### src/rtl/vecpfx_pkg.sv
package vecpfx_pkg;

    localparam int BYTE_W = 8;
    localparam int VREG_W = 4;

    typedef enum logic [1:0] {
        ST_IDLE    = 2'd0,
        ST_WAIT_B1 = 2'd1,
        ST_WAIT_B2 = 2'd2
    } pfx_state_e;

    localparam logic [1:0] WC_PROMOTE  = 2'd0;
    localparam logic [1:0] WC_IGNORE   = 2'd1;
    localparam logic [1:0] WC_RESERVED = 2'd2;

    typedef struct packed {
        logic              done;
        logic              legacy;
        logic              legacy_lds;
        logic              ud_fault;
        logic              reg_bad;
        logic              three_byte;
        logic              w_bit;
        logic [VREG_W-1:0] src_reg;
    } pfx_out_t;

    typedef struct packed {
        pfx_state_e st;
        logic       form3;
        pfx_out_t   out;
    } pfx_reg_t;

endpackage

### src/rtl/vecpfx_compat_check.sv
module vecpfx_compat_check (
    input  logic       mode64,
    input  logic [1:0] top_bits,
    output logic       fallback
);
    // Narrow modes treat the sequence as the legacy opcode unless both top bits are set
    always_comb fallback = !mode64 && (top_bits != 2'b11);
endmodule

### src/rtl/vecpfx_field_decode.sv
module vecpfx_field_decode
    import vecpfx_pkg::*;
#(
    parameter bit STRICT_NARROW = 1'b0
) (
    input  logic [VREG_W:0]   fld,        // byte bits [7:3]
    input  logic              three_byte,
    input  logic              mode64,
    input  logic              uses_src,
    input  logic [1:0]        w_class,
    output logic              fault,
    output logic              w_eff,
    output logic [VREG_W-1:0] reg_num,
    output logic              reg_bad
);
    localparam int HI = VREG_W - 1;

    logic [VREG_W-1:0] raw_field;
    logic [VREG_W-1:0] eff_field;
    logic              hi_eff;
    logic              w_raw;
    logic              w_fault;
    logic              v_fault;

    assign raw_field = fld[VREG_W-1:0];

    generate
        if (STRICT_NARROW) begin : g_strict
            assign hi_eff = raw_field[HI];
        end else begin : g_ignore
            // top field bit of the three-byte form is read as one in narrow modes
            assign hi_eff = raw_field[HI] | (three_byte & ~mode64);
        end
    endgenerate

    always_comb begin
        eff_field = {hi_eff, raw_field[HI-1:0]};
        w_raw     = three_byte & fld[VREG_W];
        w_fault   = (w_class != WC_PROMOTE) && (w_class != WC_IGNORE) && w_raw;
        v_fault   = !uses_src && (eff_field != {VREG_W{1'b1}});
        fault     = w_fault || v_fault;
        w_eff     = (w_class == WC_PROMOTE) && mode64 && w_raw;
        reg_num   = ~eff_field;
        reg_bad   = !mode64 && reg_num[HI];
    end
endmodule

### src/rtl/vecpfx_decoder.sv
module vecpfx_decoder
    import vecpfx_pkg::*;
#(
    parameter logic [7:0] PFX_THREE     = 8'hC4,
    parameter logic [7:0] PFX_TWO       = 8'hC5,
    parameter bit         STRICT_NARROW = 1'b0
) (
    input  logic              clk,
    input  logic              rst,
    input  logic              in_valid,
    input  logic [BYTE_W-1:0] in_byte,
    input  logic              mode64,
    input  logic              uses_src,
    input  logic [1:0]        w_class,
    output logic              done,
    output logic              legacy,
    output logic              legacy_lds,
    output logic              ud_fault,
    output logic              reg_bad,
    output logic              three_byte,
    output logic              w_bit,
    output logic [VREG_W-1:0] src_reg
);
    pfx_reg_t dec_d, dec_q;

    logic              fallback;
    logic              f_fault;
    logic              f_w;
    logic [VREG_W-1:0] f_reg;
    logic              f_bad;
    logic              at_b2;
    pfx_out_t          rec;

    assign at_b2 = (dec_q.st == ST_WAIT_B2);

    vecpfx_compat_check u_compat (
        .mode64   (mode64),
        .top_bits (in_byte[BYTE_W-1:BYTE_W-2]),
        .fallback (fallback)
    );

    vecpfx_field_decode #(
        .STRICT_NARROW (STRICT_NARROW)
    ) u_field (
        .fld        (in_byte[BYTE_W-1:BYTE_W-1-VREG_W]),
        .three_byte (at_b2),
        .mode64     (mode64),
        .uses_src   (uses_src),
        .w_class    (w_class),
        .fault      (f_fault),
        .w_eff      (f_w),
        .reg_num    (f_reg),
        .reg_bad    (f_bad)
    );

    // decoded record for a final byte; a fault wipes the payload
    always_comb begin
        rec            = '0;
        rec.done       = 1'b1;
        rec.three_byte = dec_q.form3;
        rec.ud_fault   = f_fault;
        if (!f_fault) begin
            rec.w_bit   = f_w;
            rec.src_reg = f_reg;
            rec.reg_bad = f_bad;
        end
    end

    always_comb begin
        dec_d     = dec_q;
        dec_d.out = '0;
        if (in_valid) begin
            unique case (dec_q.st)
                ST_IDLE: begin
                    if (in_byte == PFX_THREE) begin
                        dec_d.st    = ST_WAIT_B1;
                        dec_d.form3 = 1'b1;
                    end else if (in_byte == PFX_TWO) begin
                        dec_d.st    = ST_WAIT_B1;
                        dec_d.form3 = 1'b0;
                    end
                end
                ST_WAIT_B1: begin
                    if (fallback) begin
                        dec_d.st             = ST_IDLE;
                        dec_d.out.legacy     = 1'b1;
                        dec_d.out.legacy_lds = !dec_q.form3;
                    end else if (!dec_q.form3) begin
                        dec_d.st  = ST_IDLE;
                        dec_d.out = rec;
                    end else begin
                        dec_d.st = ST_WAIT_B2;
                    end
                end
                ST_WAIT_B2: begin
                    dec_d.st  = ST_IDLE;
                    dec_d.out = rec;
                end
                default: dec_d.st = ST_IDLE;
            endcase
        end
    end

    always_ff @(posedge clk) begin
        if (rst) begin
            dec_q <= '{st: ST_IDLE, form3: 1'b0, out: '0};
        end else begin
            dec_q <= dec_d;
        end
    end

    assign done       = dec_q.out.done;
    assign legacy     = dec_q.out.legacy;
    assign legacy_lds = dec_q.out.legacy_lds;
    assign ud_fault   = dec_q.out.ud_fault;
    assign reg_bad    = dec_q.out.reg_bad;
    assign three_byte = dec_q.out.three_byte;
    assign w_bit      = dec_q.out.w_bit;
    assign src_reg    = dec_q.out.src_reg;
endmodule

### config.mk
export PLATFORM = sky130hd
export DESIGN_NAME = vecpfx_decoder
export DESIGN_NICKNAME = d
export VERILOG_FILES = /design/src/rtl/vecpfx_pkg.sv /design/src/rtl/vecpfx_compat_check.sv /design/src/rtl/vecpfx_field_decode.sv /design/src/rtl/vecpfx_decoder.sv
export SDC_FILE = /design/constraint.sdc
export NUM_CORES = 1
export LEC_CHECK = 0
export BUFFER_PORTS_ARGS = -buffer_cell sky130_fd_sc_hd__buf_2
export CAP_MARGIN = 10
export CORE_UTILIZATION = 40
export CTS_BUF_LIST = sky130_fd_sc_hd__clkbuf_2
export CTS_CLUSTER_DIAMETER = 80
export CTS_CLUSTER_SIZE = 24
export DETAILED_ROUTE_END_ITERATION = 10
export PLACE_DENSITY = 0.73
export SYNTH_ARGS = -nofsm -noshare
export SYNTH_HDL_FRONTEND = slang
export SYNTH_HIERARCHICAL = 1
export SYNTH_SLANG_ARGS = --single-unit
export TNS_END_PERCENT = 30
### constraint.sdc
create_clock -name clk -period 4.05 [get_ports clk]
set_input_delay 0.81 -clock clk [delete_from_list [all_inputs] [get_ports clk]]
set_output_delay 0.81 -clock clk [all_outputs]
set_load 0.1 [all_outputs]
==> results.txt <==
status: complete, no violations
Setup-failing EPs final: 0
number of global-route vias before repair: 446
Post-Syn Area: 659 sq um
max reg flops: 4
period utilization: 45.0%
Synth area leader: dfxtp_1
top cells by area, synth: dfxtp_1 (43%), and2_1 (5.7%), ha_1 (5.7%), buf_4 (4.6%), nor4b_4 (3.6%)
family with the most delay on the worst path: buffers and inverters
DRT Pass-1 Iters: 4
initial antenna violation count: 0
Clock Pin Slew Worst Setup and Hold Paths: 0.13 ns
setup TNS: 0 ns
DR iter-0 viols: 7
Clock Latency Late Sink: 0.27 ns
clock root cell: clkbuf_2
unique cell type count in the Yosys netlist: 27
FF+latch count, synth: 14
syn_area_per_cell: 10.1 sq um
hold_buf cts: 0
clk_skew: 0.00728 ns
TritonCTS buffer count: 3
pins over their slew limit: 0
CP Launch Type: flop
Post-DP HPWL: 947 um
Post-CTS Resized: 0
CTS max path bufs: 2
P&R area growth vs syn: 19.7%
Critical Path End Type: output pin
Tot GR Track Use: 13.5%
crit path max fanout: 1
Starting Density: 43.3%
Setup CP Type: reg -> out
# clock sinks: 14
pin count of the biggest net entering global routing: 8
Routed WL per cell: 10.6 um
max cap viols: 0
Site Rows: 14
Hold Vio Cnt, Final: 0
P per Cell Area: 279 nW/um^2
fin util: 51.8%
input/output buffers: 25
multi-input logic area: 327 sq um
TritonCTS clock tree: yes
Ports: 26
GP Congestion: 0.699
Routed WL: 1.11 mm
WP data arrival: 1.01 ns
Routed Antenna Nets: 0
# H-tree levels: 1
Peak Freq: 0.549 GHz
cells along the critical path: buf_2
global-route wire length before repair: 1.80 mm
Reg area: 280 sq um
Die Span Y: 42.6 um
Ys Warns: 6
GRT Residual Overflow: 0
DRC viols: 0
Finished Cell Area: 790 sq um
DR vias: 507
vias per cell: 4.83
Worst-Margin Slew: 0.487 ns
Slew Limit Headroom: 67.8%
fin cells: 105
minimum clock period: 1.82 ns
core area: 1520 sq um
Hold Crit Class: reg -> reg
Die Wd: 42.6 um
Peak supply drop: 109 uV
die area: 1810 sq um
worst-path cell with the longest stage delay: buf_2
Syn Inst Count: 65
Post-DP Area: 774 sq um
Critical Path RT: 3.24 ns
Hold Slack: 0.503 ns
buffer count from post-CTS setup fixing: 0
placed insts: 102
Post-Syn Nets: 83
ratio of cells with drive above 1 in the final layout: 39.3%
post-synth top area share: 42.5%
CP Buf/Inv Count: 1
post-synthesis sequential area ratio: 42.5%
Diodes inserted: 0
RSZ-0062 raised after global routing: no
crit-path max cell delay: 0.41 ns
leakage: 0.000393 uW
Final nets: 109
filler cell count: 147
cells in the mapped netlist:
| cell | count |
|---|---|
| a41o_1 | 1 |
| nand2_1 | 1 |
| nor3b_2 | 1 |
| nand2b_1 | 1 |
| a31oi_1 | 1 |
| dfxtp_1 | 14 |
| and2_1 | 6 |
| nand3_1 | 1 |
| a21oi_2 | 1 |
| nor4b_4 | 1 |
| nor2b_4 | 1 |
| inv_1 | 6 |
| nor2b_1 | 2 |
| a31o_2 | 1 |
| nand4b_1 | 1 |
| nor3_1 | 3 |
| and3b_1 | 2 |
| mux2i_1 | 1 |
| and4b_1 | 1 |
| o211a_2 | 1 |
| nand4bb_1 | 1 |
| nor2_1 | 5 |
| buf_4 | 4 |
| ha_1 | 3 |
| o311ai_2 | 1 |
| and3_1 | 2 |
| a21oi_1 | 2 |
metal layers:
metal | global-route usage [%] | vias to the layer above | part of all wire [%] | wire length (um)
met2 | 22.2 | 17 | 47 | 521
met3 | 4.31 | 2 | 5.9 | 65
met5 | 0 | - | 0 | 0
li1 | - | 269 | - | -
met1 | 15.3 | 219 | 46 | 507
met4 | 7.50 | 0 | 1.2 | 13
report_power, final:
group | total (uW) | internal [uW] | switching (uW)
Clock | 62.5 | 20.2 | 42.2
Sequential | 138 | 138 | 0.0871
Combinational | 19.6 | 9.92 | 9.68
Total | 220 | 168 | 52.0
final timing paths:
kind	slack [ns]	cells after the start	from	to
setup / recovery	2.23	1	src_reg[1]$_SDFF_PP0_	src_reg[1]
hold / removal	0.50	2	dec_q[13]$_SDFFE_PP0P_	dec_q[13]$_SDFFE_PP0P_
setup reg to reg	2.45	7	dec_q[12]$_SDFFE_PP0P_	w_bit$_SDFF_PP0_
hold reg to reg	0.50	2	dec_q[13]$_SDFFE_PP0P_	dec_q[13]$_SDFFE_PP0P_
layout by cell type, fill, tap and decap left out:
cell       Yosys  routed
ha_1           3       3
inv_1          6       6
dfxtp_1       14      14
nor2b_4        1       1
o311ai_2       1       1
a31o_2         1       1
and3_1         2       2
o211a_2        1       1
nor4b_4        1       1
nand4b_1       1       1
nor2_1         5       5
and4b_1        1       1
nor3_1         3       3
nand2b_1       1       1
and2_1         6       6
nor3b_2        1       1
nand3_1        1       1
nand2_1        1       1
mux2i_1        1       1
buf_2          0      25
a31oi_1        1       1
a21oi_2        1       1
nand4bb_1      1       1
nor2b_1        2       2
a21oi_1        2       2
clkbuf_2       0       3
and3b_1        2       2
a41o_1         1       1
per-stage QoR:
| step | setup slack (ns) | total power [uW] |
|---|---|---|
| final | 2.23 | 220 |
| after global routing | 2.17 | 230 |
| after CTS | 2.22 | 221 |
| after detailed placement | 2.28 | 161 |
| after global placement | 2.29 | 160 |
| after floorplan | 2.33 | 148 |
area by class of cell:
type                            count  area share, %
Multi-Input combinational cell     41           41.4
Sequential cell                    14           35.5
Timing Repair Buffer               25           15.8
Inverter                            6           2.85
Tap cell                           16           2.54
Clock buffer                        3           1.90
kinds of logic after synthesis:
group	Yosys count	share of synthesized area, %
AO/OA/AOI/OAI	8	10.6
adder cells (fa/ha/maj)	3	5.69
buffers and inverters	10	7.97
flip-flops	14	42.5
multiplexers	1	1.52
AND/OR/NAND/NOR	29	31.7
Power figures use the tool's default switching activity.
